==> src/rtl/blag_pkg.sv <==
package blag_pkg;
  typedef enum logic {
    YDIR_FWD = 1'b0,
    YDIR_REV = 1'b1
  } ydir_e;

  typedef enum logic {
    NIB_LEFT  = 1'b0,
    NIB_RIGHT = 1'b1
  } nib_e;
endpackage

==> src/rtl/blag_addr_reg.sv <==
module blag_addr_reg
  import blag_pkg::*;
#(
  parameter int ADDR_W   = 32,
  parameter int OFFS_W   = 24,
  parameter int STRIDE_W = 16
) (
  input  logic                clk,
  input  logic                rst_n,
  input  logic                load_fire,
  input  logic                step_fire,
  input  logic [ADDR_W-1:0]   base,
  input  logic [OFFS_W-1:0]   offset,
  input  logic [STRIDE_W-1:0] stride,
  input  logic                dir_in,
  output ydir_e               dir_q,
  output logic [ADDR_W-1:0]   line_addr
);
  localparam int OFFS_PAD   = ADDR_W - OFFS_W;
  localparam int STRIDE_PAD = ADDR_W - STRIDE_W;

  logic [STRIDE_W-1:0] stride_q;

  function automatic logic [ADDR_W-1:0] first_line(
    input logic [ADDR_W-1:0] b, input logic [OFFS_W-1:0] o);
    return b + {{OFFS_PAD{1'b0}}, o};
  endfunction

  function automatic logic [ADDR_W-1:0] next_line(
    input logic [ADDR_W-1:0] cur, input logic [STRIDE_W-1:0] s, input ydir_e d);
    logic [ADDR_W-1:0] ext;
    ext = {{STRIDE_PAD{1'b0}}, s};
    return (d == YDIR_REV) ? cur - ext : cur + ext;
  endfunction

  always_ff @(posedge clk or negedge rst_n) begin
    if (!rst_n) begin
      line_addr <= '0;
      stride_q  <= '0;
      dir_q     <= YDIR_FWD;
    end else if (load_fire) begin
      line_addr <= first_line(base, offset);
      stride_q  <= stride;
      dir_q     <= ydir_e'(dir_in);
    end else if (step_fire) begin
      line_addr <= next_line(line_addr, stride_q, dir_q);
    end
  end

  // load places base plus offset
  assert_load_addr_R2: assert property (@(posedge clk) disable iff (!rst_n)
    load_fire |=> line_addr == $past(base) + ADDR_W'($past(offset)));

  // pitch and direction change only on a load
  assert_stride_held_R5: assert property (@(posedge clk) disable iff (!rst_n)
    !load_fire |=> $stable(stride_q) && $stable(dir_q));

  // no strobe, no movement
  assert_addr_hold_R9: assert property (@(posedge clk) disable iff (!rst_n)
    !load_fire && !step_fire |=> $stable(line_addr));
endmodule

==> src/rtl/blag_line_ctr.sv <==
module blag_line_ctr #(
  parameter int CNT_W = 16
) (
  input  logic             clk,
  input  logic             rst_n,
  input  logic             load_fire,
  input  logic             step_fire,
  input  logic [CNT_W-1:0] line_count,
  output logic             busy,
  output logic             done
);
  logic [CNT_W-1:0] lines_left;
  logic             last_line;

  assign last_line = (lines_left == CNT_W'(1));

  always_ff @(posedge clk or negedge rst_n) begin
    if (!rst_n) begin
      lines_left <= '0;
      busy       <= 1'b0;
      done       <= 1'b0;
    end else if (load_fire) begin
      lines_left <= line_count;
      busy       <= (line_count != '0);
      done       <= (line_count == '0);
    end else if (step_fire) begin
      lines_left <= lines_left - CNT_W'(1);
      if (last_line) begin
        busy <= 1'b0;
        done <= 1'b1;
      end
    end
  end

  // busy and done never together
  assert_busy_done_excl_R8: assert property (@(posedge clk) disable iff (!rst_n)
    !(busy && done));

  // final step finishes the transfer
  assert_last_step_done_R8: assert property (@(posedge clk) disable iff (!rst_n)
    step_fire && last_line |=> done && !busy);

  // busy implies lines remain
  assert_busy_has_lines_R8: assert property (@(posedge clk) disable iff (!rst_n)
    busy |-> lines_left != '0);
endmodule

==> src/rtl/blag_pat_pos.sv <==
module blag_pat_pos
  import blag_pkg::*;
#(
  parameter int PAT_W = 3
) (
  input  logic             clk,
  input  logic             rst_n,
  input  logic             load_fire,
  input  logic             step_fire,
  input  ydir_e            dir_q,
  input  logic             nib_in,
  input  logic [PAT_W-1:0] x_in,
  input  logic [PAT_W-1:0] y_in,
  output nib_e             start_nibble,
  output logic [PAT_W-1:0] pat_x,
  output logic [PAT_W-1:0] pat_y
);
  function automatic logic [PAT_W-1:0] next_row(
    input logic [PAT_W-1:0] r, input ydir_e d);
    return (d == YDIR_REV) ? r - PAT_W'(1) : r + PAT_W'(1);
  endfunction

  always_ff @(posedge clk or negedge rst_n) begin
    if (!rst_n) begin
      start_nibble <= NIB_LEFT;
      pat_x        <= '0;
      pat_y        <= '0;
    end else if (load_fire) begin
      start_nibble <= nib_e'(nib_in);
      pat_x        <= x_in;
      pat_y        <= y_in;
    end else if (step_fire) begin
      pat_y <= next_row(pat_y, dir_q);
    end
  end

  // column never moves on a step
  assert_patx_fixed_R7: assert property (@(posedge clk) disable iff (!rst_n)
    step_fire |=> $stable(pat_x));

  // nibble choice holds between loads
  assert_nibble_hold_R6: assert property (@(posedge clk) disable iff (!rst_n)
    !load_fire |=> $stable(start_nibble));

  // row always moves by exactly one on a step
  assert_row_moves_R7: assert property (@(posedge clk) disable iff (!rst_n)
    step_fire |=> pat_y != $past(pat_y));
endmodule

==> src/rtl/bitmap_line_addr_gen.sv <==
module bitmap_line_addr_gen
  import blag_pkg::*;
#(
  parameter int ADDR_W   = 32,
  parameter int OFFS_W   = 24,
  parameter int STRIDE_W = 16,
  parameter int PAT_W    = 3,
  parameter int CNT_W    = 16
) (
  input  logic                clk,
  input  logic                rst_n,
  input  logic                enable,
  input  logic                load,
  input  logic                y_step,
  input  logic [ADDR_W-1:0]   base_addr,
  input  logic [OFFS_W-1:0]   first_offset,
  input  logic [STRIDE_W-1:0] stride,
  input  logic                y_reverse,
  input  logic                nibble_sel,
  input  logic [PAT_W-1:0]    pat_x_init,
  input  logic [PAT_W-1:0]    pat_y_init,
  input  logic [CNT_W-1:0]    line_count,
  output logic [ADDR_W-1:0]   line_addr,
  output logic                start_nibble,
  output logic [PAT_W-1:0]    pat_x,
  output logic [PAT_W-1:0]    pat_y,
  output logic                busy,
  output logic                done
);
  logic  load_fire;
  logic  step_fire;
  ydir_e dir_q;
  nib_e  nib_q;

  assign load_fire    = enable && load;
  assign step_fire    = enable && y_step && busy && !load;
  assign start_nibble = nib_q;

  blag_addr_reg #(
    .ADDR_W(ADDR_W), .OFFS_W(OFFS_W), .STRIDE_W(STRIDE_W)
  ) u_addr (
    .clk(clk), .rst_n(rst_n), .load_fire(load_fire), .step_fire(step_fire),
    .base(base_addr), .offset(first_offset), .stride(stride),
    .dir_in(y_reverse), .dir_q(dir_q), .line_addr(line_addr)
  );

  blag_line_ctr #(.CNT_W(CNT_W)) u_ctr (
    .clk(clk), .rst_n(rst_n), .load_fire(load_fire), .step_fire(step_fire),
    .line_count(line_count), .busy(busy), .done(done)
  );

  blag_pat_pos #(.PAT_W(PAT_W)) u_pat (
    .clk(clk), .rst_n(rst_n), .load_fire(load_fire), .step_fire(step_fire),
    .dir_q(dir_q), .nib_in(nibble_sel), .x_in(pat_x_init), .y_in(pat_y_init),
    .start_nibble(nib_q), .pat_x(pat_x), .pat_y(pat_y)
  );

  // disabled channel freezes every output
  assert_disabled_frozen_R10: assert property (@(posedge clk) disable iff (!rst_n)
    !enable |=> $stable(line_addr) && $stable(busy) && $stable(done) && $stable(pat_y));

  // a load in the same cycle as a step wins
  assert_load_wins_R11: assert property (@(posedge clk) disable iff (!rst_n)
    enable && load && y_step |=> line_addr == $past(base_addr) + ADDR_W'($past(first_offset)));
endmodule

==> config.mk <==
export PLATFORM = sky130hd
export DESIGN_NAME = bitmap_line_addr_gen
export DESIGN_NICKNAME = d
export VERILOG_FILES = /design/src/rtl/blag_pkg.sv /design/src/rtl/blag_addr_reg.sv /design/src/rtl/blag_line_ctr.sv /design/src/rtl/blag_pat_pos.sv /design/src/rtl/bitmap_line_addr_gen.sv
export SDC_FILE = /design/constraint.sdc
export NUM_CORES = 1
export LEC_CHECK = 0
export BUFFER_PORTS_ARGS = -buffer_cell sky130_fd_sc_hd__buf_4
export CAP_MARGIN = 20
export CORE_ASPECT_RATIO = 1.75
export CORE_UTILIZATION = 35
export CTS_BUF_LIST = sky130_fd_sc_hd__clkbuf_8
export CTS_CLUSTER_SIZE = 25
export DETAILED_ROUTE_END_ITERATION = 16
export PLACE_DENSITY = 0.66
export SYNTH_ARGS = -nofsm -noshare
export SYNTH_HDL_FRONTEND = slang
export SYNTH_SLANG_ARGS = --single-unit
==> constraint.sdc <==
create_clock -name clk -period 3.6 [get_ports clk]
set_input_delay 0.72 -clock clk [delete_from_list [all_inputs] [get_ports clk]]
set_output_delay 0.72 -clock clk [all_outputs]
set_load 0.05 [all_outputs]
==> reports/results.ini, run 1 <==
[final_layout]
syn2layout_area_growth_pct = 29.83
nets = 1258
fillers = 2021
n_antenna_cell = 0
instances_no_fill = 1343
drive_above_1_share_pct = 25.32

[global_route]
overflow = 0
grt_pass1_wl_um = 37390
grt_start_max_net_pins = 61
antenna_found_initial = 0
grt_pass1_vias = 7529
grt_usage_pct = 23.57

[sta]
tightest_slew_ns = 0.8275
finalHoldViolCount = 0
setup_viol = 3
drv_slew = 0
min_period_ns = 3.731
fmax_mhz = 268.1
fin_worst_skew_ns = 0.01502
setup_slack_ns = -0.1305
rsz0062_at_grt = true
slew-limit-headroom_pct = 44.83
fin_crit_sh_pct = 103.6
tns_ns = -0.2425

[clocking]
clock-sinks = 74
numCtsBuffers = 9
clk-insertion-delay-late_ns = 0.37
clock_path_buffers = 2
clkSlewWorstSetupHoldPaths_ns = 0.09
tritoncts = built
htree_num_levels = 3
cts-root-buf = clkbuf_8

[floorplan]
io-pin-count = 142
initial_utilization_pct = 35.86
rows = 68
fp.dieW_um = 109.5
core_mm2 = 0.01974
dieArea_mm2 = 0.02082
die_h_um = 190.1

[pwr]
max-vdd-ir-drop_mv = 0.2914
power_density_mw_per_mm2 = 624.2
power_leakage_nw = 4.399

[yosys]
avgSynthCellArea_um2 = 7.822
synth_top_flop_cell = dfrtp_1
synth_most_common_cell = nand2_1
yosysUniqueCellTypes = 73
synth-seq-area-share_pct = 26.16
synth-seq-cells = 74
synth-edff-count = 0
yosys.area.top_type = dfrtp_1
synth_top_area_share_pct = 26.16
syn-cell-area_mm2 = 0.007079
syn_nets = 1070
synth.area.top_cells = dfrtp_1, ha_1, nand2_1
synth_commonest_cells = nand2_1, a21oi_1, dfrtp_1
ys_warn_count = 0
syn_inst = 905
synthArstFlopShare_pct = 100.0

[detailed_routing]
drt-total-wl_um = 23580
wl_per_cell_um = 17.56
ant_nets = 0
drt-vias-per-instance = 5.549
drcViolationCount = 0
vias = 7452
first_pass_iters = 6
drt_iter0_drc = 344

[worst_setup_path]
cp_max_fo = 3
path_class = reg -> reg
r2r_setup_slack_ns = -0.13
critPathLaunchType = register
cp-end-kind = register
cp.arrival_ns = 4.00
cp.required_ns = 3.87

[status]
outcome = finished, violations left
violations = setup timing

[worst_hold_path]
min_path_type = in -> async

[job]
max-cap-violations = 0

[place]
io_buffers = 141
place.gp.congestion = 0.9341
dp.cells = 1321
hpwl_um = 18740
dp_slack_ns = -0.1789

critical path, stage by stage, from the launching register on:
cell and delay [ns]:
dfrtp_1 0.39, inv_1 0.09, ha_1 0.18, nor3b_2 0.19, and2_1 0.18, and3b_2 0.24, a21oi_2 0.07, xnor2_1 0.14
ha_1 0.30, a211oi_2 0.25, o211ai_1 0.14, a21bo_1 0.22, or3b_1 0.38, o221a_1 0.25, a221oi_2 0.30, xnor2_1 0.09
o211a_1 0.20
area by class of cell:
| type | count | area (um^2) | area share [%] |
|---|---|---|---|
| Multi-Input combinational cell | 756 | 4996 | 54.36 |
| Sequential cell | 74 | 1853 | 20.16 |
| Timing Repair Buffer | 219 | 1660 | 18.06 |
| Tap cell | 245 | 306.5 | 3.335 |
| Clock buffer | 11 | 151.4 | 1.647 |
| Inverter | 33 | 123.9 | 1.348 |
| Clock inverter | 5 | 100.1 | 1.089 |
kinds of logic (layout without fill, tap and decap cells):
family	Yosys count	count (layout)	share of synthesized area [%]
simple gates	341	341	22.27
compound gates	277	277	25.40
buf+inv	75	268	5.232
flops	74	74	26.16
xor+xnor	67	67	8.289
fa+ha+maj	64	64	11.63
mux	7	7	1.025
worst paths after layout:
| path | from | endpoint | depth (start not counted) |
|---|---|---|---|
| max in group asynchronous | rst_n | u_addr.line_addr[28]$_DFFE_PN0P_ | 2 |
| worst max register to register | u_addr.stride_q[0]$_DFFE_PN0P_ | u_addr.line_addr[29]$_DFFE_PN0P_ | 16 |
| worst min register to register | u_pat.pat_x[1]$_DFFE_PN0P_ | u_pat.pat_x[1]$_DFFE_PN0P_ | 2 |
| worst max-delay path | u_addr.stride_q[0]$_DFFE_PN0P_ | u_addr.line_addr[29]$_DFFE_PN0P_ | 16 |
| min in group clk | u_pat.pat_x[1]$_DFFE_PN0P_ | u_pat.pat_x[1]$_DFFE_PN0P_ | 2 |
| worst min-delay path | rst_n | u_addr.stride_q[13]$_DFFE_PN0P_ | 1 |
flip-flops by register name, summed over array words and instances, names as in the netlist:
name,count
u_ctr.busy,1
u_addr.dir_q,1
u_pat.pat_y,3
u_addr.line_addr,32
u_pat.start_nibble,1
u_pat.pat_x,3
u_ctr.lines_left,16
u_addr.stride_q,16
u_ctr.done,1
per-layer routing:
metal | track usage (%) | wire (um) | vias to the layer above | part of all wire (%)
li1 | - | - | 3632 | -
met1 | 23.85 | 8413 | 3506 | 36
met2 | 43.11 | 12670 | 230 | 54
met3 | 2.467 | 856 | 84 | 3.6
met4 | 17.79 | 1637 | 0 | 6.9
met5 | 0 | 0 | - | 0
where the power goes:
part           total, W  internal, W  switching [W]
Sequential      0.00125      0.00102       0.000232
Combinational   0.00364      0.00154        0.00210
Clock          0.000850     0.000496       0.000354
Total           0.00574      0.00305        0.00268
through the flow:
step,power (W),utilization [%],area (um^2),hold slack [ns]
floorplan,0.003583,-,7101,0.4244
global placement,0.004775,44.49,8781,0.4624
detailed placement,0.004788,44.49,8781,0.4683
CTS,0.005705,46.24,9128,0.4500
global route,0.006136,46.56,9191,0.4904
finish,0.005737,46.56,9191,0.4326
what timing repair did:
action	in CTS	in global routing
pin swaps	7	6
gates resized for setup	15	16
setup endpoints to repair	6	14
buffers inserted	5	1
hold buffers	0	0
layout by cell type (no fill, tap or decap), types with 11 or more instances in the layout:
cell type	count
a21o_1	34
a21oi_1	78
and3_1	14
buf_4	217
clkbuf_8	11
dfrtp_1	73
ha_1	61
inv_1	33
nand2_1	148
nand3_1	17
nand4_1	13
nor2_1	60
nor3_1	26
o21ai_0	61
or3_1	13
xnor2_1	46
xor2_1	21
Power figures use the tool's default switching activity.
==> run 2, diff against run 1 <==
- REMOVE_ABC_BUFFERS: not set -> 1
- SYNTH_HIERARCHICAL: not set -> 1
==> run 2 against run 1 <==
  * The flow now finishes without violations
  * Worst setup slack gained 0.20 ns
  * Synthesized cell count down 10%
  * Clock power is 24% lower
  * Fmax is 5.5% higher
  * Wire length fell by 12%
  * Non-clock buffer count grew 3
  * Die area decreased by 3.1%
  * Sequential cell count unchanged
  * Sequential share of layout area down 0.055 points
  * Hold slack lost 0.049 ns
  * Largest cell class unchanged
  * Largest power group unchanged
==> reports/results.ini, run 2 <==
[detailed_routing]
drt_iter0_drc = 221  ; was 344
drcViolationCount = 0  ; unchanged
ant_nets = 0  ; unchanged
drt-vias-per-instance = 5.442  ; was 5.549
vias = 6846  ; was 7452
first_pass_iters = 4  ; was 6
wl_per_cell_um = 16.48  ; was 17.56 um
drt-total-wl_um = 20730  ; was 23580 um

[floorplan]
dieArea_mm2 = 0.02018  ; was 0.02082 mm^2
io-pin-count = 142  ; unchanged
initial_utilization_pct = 35.72  ; was 35.86%
fp.dieW_um = 107.8  ; was 109.5 um
core_mm2 = 0.01920  ; was 0.01974 mm^2
die_h_um = 187.2  ; was 190.1 um
rows = 67  ; was 68

[worst_setup_path]
max_stage_delay_ns = 0.41  ; was 0.39 ns
critPathLaunchType = register  ; unchanged
cp.required_ns = 3.87  ; about the same
r2r-start = u_addr/stride_q[1]$_DFFE_PN0P_  ; was u_addr.stride_q[0]$_DFFE_PN0P_
cp_slowest_cell = dfrtp_1  ; unchanged
cp_max_fo = 7  ; was 3
reg2reg_to = u_addr/line_addr[29]$_DFFE_PN0P_  ; was u_addr.line_addr[29]$_DFFE_PN0P_
r2r_setup_slack_ns = 0.06  ; was -0.13 ns
crit_chain = inv_1, ha_1, nor2b_4, a31oi_1, o21bai_2, buf_4, nor2_2, ha_1, a21oi_2, o21ai_2, or3_1, a211o_1, a41oi_2, buf_4, o21ai_2, xnor2_1, a221oi_1  ; was inv_1, ha_1, nor3b_2, and2_1, and3b_2, a21oi_2, xnor2_1, ha_1, a211oi_2, o211ai_1, a21bo_1, or3b_1, o221a_1, a221oi_2, xnor2_1, o211a_1
cp-end-kind = register  ; unchanged
rr_worst_depth = 17  ; was 16
cp.arrival_ns = 3.80  ; was 4.00 ns
path_class = reg -> reg  ; unchanged

[yosys]
synth_most_common_cell = dfrtp_1  ; was nand2_1
synth-edff-count = 0  ; unchanged
syn-cell-area_mm2 = 0.006858  ; was 0.007079 mm^2
yosys.area.top_type = dfrtp_1  ; unchanged
synth-seq-area-share_pct = 27.00  ; was 26.16%
ys_warn_count = 6  ; was 0
synth_commonest_cells = dfrtp_1, a21oi_1, nand2_1  ; was nand2_1, a21oi_1, dfrtp_1
synth_top_flop_cell = dfrtp_1  ; unchanged
synth-seq-cells = 74  ; unchanged
syn_inst = 813  ; was 905
yosysUniqueCellTypes = 70  ; was 73
avgSynthCellArea_um2 = 8.435  ; was 7.822 um^2
synth_top_area_share_pct = 27.00  ; was 26.16%
synthArstFlopShare_pct = 100.0  ; unchanged
synth.area.top_cells = dfrtp_1, ha_1, xnor2_1  ; was dfrtp_1, ha_1, nand2_1

[status]
outcome = finished clean  ; was finished, violations left

[sta]
hold_slack_ns = 0.3839  ; was 0.4326 ns
tightest_slew_ns = 0.6900  ; was 0.8275 ns
slew-limit-headroom_pct = 54.00  ; was 44.83%
fin_crit_sh_pct = 98.21  ; was 103.6%
fmax_mhz = 282.8  ; was 268.1 MHz
fin_worst_skew_ns = 0.008492  ; was 0.01502 ns
drv_slew = 0  ; unchanged
rsz0062_at_grt = true  ; unchanged
setup_viol = 0  ; was 3
setup_slack_ns = 0.06454  ; was -0.1305 ns
min_period_ns = 3.535  ; was 3.731 ns
finalHoldViolCount = 0  ; unchanged

[clocking]
clk-insertion-delay-late_ns = 0.36  ; was 0.37 ns
cts-root-buf = clkbuf_8  ; unchanged
clkSlewWorstSetupHoldPaths_ns = 0.09  ; about the same
tritoncts = built  ; unchanged
clock-sinks = 74  ; unchanged
numCtsBuffers = 9  ; unchanged
clock_path_buffers = 2  ; unchanged
htree_num_levels = 3  ; unchanged

[worst_hold_path]
min_path_type = in -> async  ; unchanged

[global_route]
grtUsageMet1_pct = 21.42  ; was 23.85%
grt_use_met3_pct = 3.171  ; was 2.467%
grt_usage_pct = 21.17  ; was 23.57%
grt_pass1_vias = 6982  ; was 7529
antenna_found_initial = 0  ; unchanged
grt_util_met2_pct = 39.72  ; was 43.11%
grt_busiest_layer = met2  ; unchanged
grt_start_max_net_pins = 52  ; was 61
grt_pass1_wl_um = 33460  ; was 37390 um
overflow = 0  ; unchanged

[final_layout]
nets = 1177  ; was 1258
largest_reg_flops = 32  ; unchanged
most-common-layout-cells = buf_4, dfrtp_1, nand2_1  ; was buf_4, nand2_1, a21oi_1
n_antenna_cell = 0  ; unchanged
layout.cells.most_common = buf_4  ; unchanged
syn2layout_area_growth_pct = 34.30  ; was 29.83%
drive_above_1_share_pct = 31.76  ; was 25.32%
fillers = 1875  ; was 2021
regMostFlops = u_addr/line_addr  ; was u_addr.line_addr
top_regs = u_addr/line_addr x32, u_addr/stride_q x16, u_ctr/lines_left x16  ; was u_addr.line_addr x32, u_addr.stride_q x16, u_ctr.lines_left x16

[pwr]
power_w = 0.005539  ; was 0.005737 W
power_density_mw_per_mm2 = 601.5  ; was 624.2 mW/mm^2
max-vdd-ir-drop_mv = 0.3472  ; was 0.2914 mV
power_leakage_nw = 4.158  ; was 4.399 nW

[place]
io_buffers = 141  ; unchanged
dp_slack_ns = -0.2219  ; was -0.1789 ns
hpwl_um = 16450  ; was 18740 um
place.gp.congestion = 0.9343  ; was 0.9341

[job]
max-cap-violations = 0  ; unchanged

## run 2: changes by cell type in the layout (fill, tap and decap cells not counted), sizes merged, moves of 7 or more
| cell | change |
|---|---|
| nand2 | -84 |
| nor2b | +17 |
| mux2 | +16 |
| a21oi | -12 |
| nor3 | -12 |
| mux2i | +10 |
| or3 | -10 |
| xor2 | +9 |
| a211oi | +8 |
| and3 | -7 |
| o21bai | +7 |
## run 2: cell families (layout without fill, tap and decap cells)
family	after synthesis	after routing	share of synthesized area, %
fa+ha+maj	64	64	12.01
xor+xnor	78	78	9.962
simple gates	247	247	18.59
mux	33	33	5.145
buf+inv	64	268	3.594
flops	74	74	27.00
compound gates	253	253	23.70
## run 2: worst max path at each step
stage | slack, ns | cells after the start | to | from
2_1_floorplan | -0.37 | 17 | u_addr/line_addr[27]$_DFFE_PN0P_ | u_addr/stride_q[2]$_DFFE_PN0P_
3_5_place_dp | -0.22 | 18 | u_addr/line_addr[27]$_DFFE_PN0P_ | u_addr/stride_q[1]$_DFFE_PN0P_
3_3_place_gp | -0.14 | 18 | u_addr/line_addr[27]$_DFFE_PN0P_ | u_addr/stride_q[2]$_DFFE_PN0P_
5_1_grt | -0.15 | 17 | u_addr/line_addr[27]$_DFFE_PN0P_ | u_addr/stride_q[0]$_DFFE_PN0P_
4_1_cts | -0.14 | 18 | u_addr/line_addr[27]$_DFFE_PN0P_ | u_addr/stride_q[1]$_DFFE_PN0P_
6_report | 0.06 | 17 | u_addr/line_addr[29]$_DFFE_PN0P_ | u_addr/stride_q[1]$_DFFE_PN0P_
## run 2: critical path: cells and delay by family, from the launching register on
kind	cells	cell delay, ns
and+or+nand+nor	3	0.67
AOI/OAI and AO/OA	8	1.38
xor gates and xnor gates	1	0.12
adders and majority gates	2	0.43
DFF	1	0.41
buffers and inverters	3	0.43
## run 2: through the flow
stage / utilization (%) / std cells / cell area, um^2 / TNS [ns]
floorplan: - / 779 / 6724 / -1.697
global placement: 44.73 / 1226 / 8587 / -0.4125
detailed placement: 44.73 / 1226 / 8587 / -1.082
CTS: 46.85 / 1252 / 8994 / -0.3166
global route: 47.98 / 1258 / 9210 / -0.8657
finish: 47.98 / 1258 / 9210 / 0
## run 2: what timing repair did
| action | CTS | global route |
|---|---|---|
| setup endpoints to repair | 9 | 15 |
| pin swaps | 26 | 30 |
| hold buffers | 0 | 0 |
| resized for setup | 34 | 43 |
| buffers inserted | 10 | 7 |
## run 2: layout make-up
class	instances	area, um^2	share of cell area, %
clock buffer	12	165.2	1.793
clock inverter	4	25.02	0.2717
tap	241	301.5	3.274
multi-input combinational	675	5067	55.02
timing repair buffer	222	1687	18.31
inverter	30	112.6	1.223
sequential	74	1852	20.11
## run 2: layer usage
metal / wire, um / vias to the layer above
met1: 7511 / 3243
met2: 11340 / 174
li1: - / 3359
met4: 1173 / 0
met3: 706 / 70
met5: 0 / -
## run 2: where the power goes
group | leakage (nW) | switching (W) | internal, W | total (W)
logic | 3.18 | 0.00205 | 0.00161 | 0.00366
registers | 0.874 | 0.000226 | 0.00101 | 0.00123
clock network | 0.100 | 0.000343 | 0.000306 | 0.000650
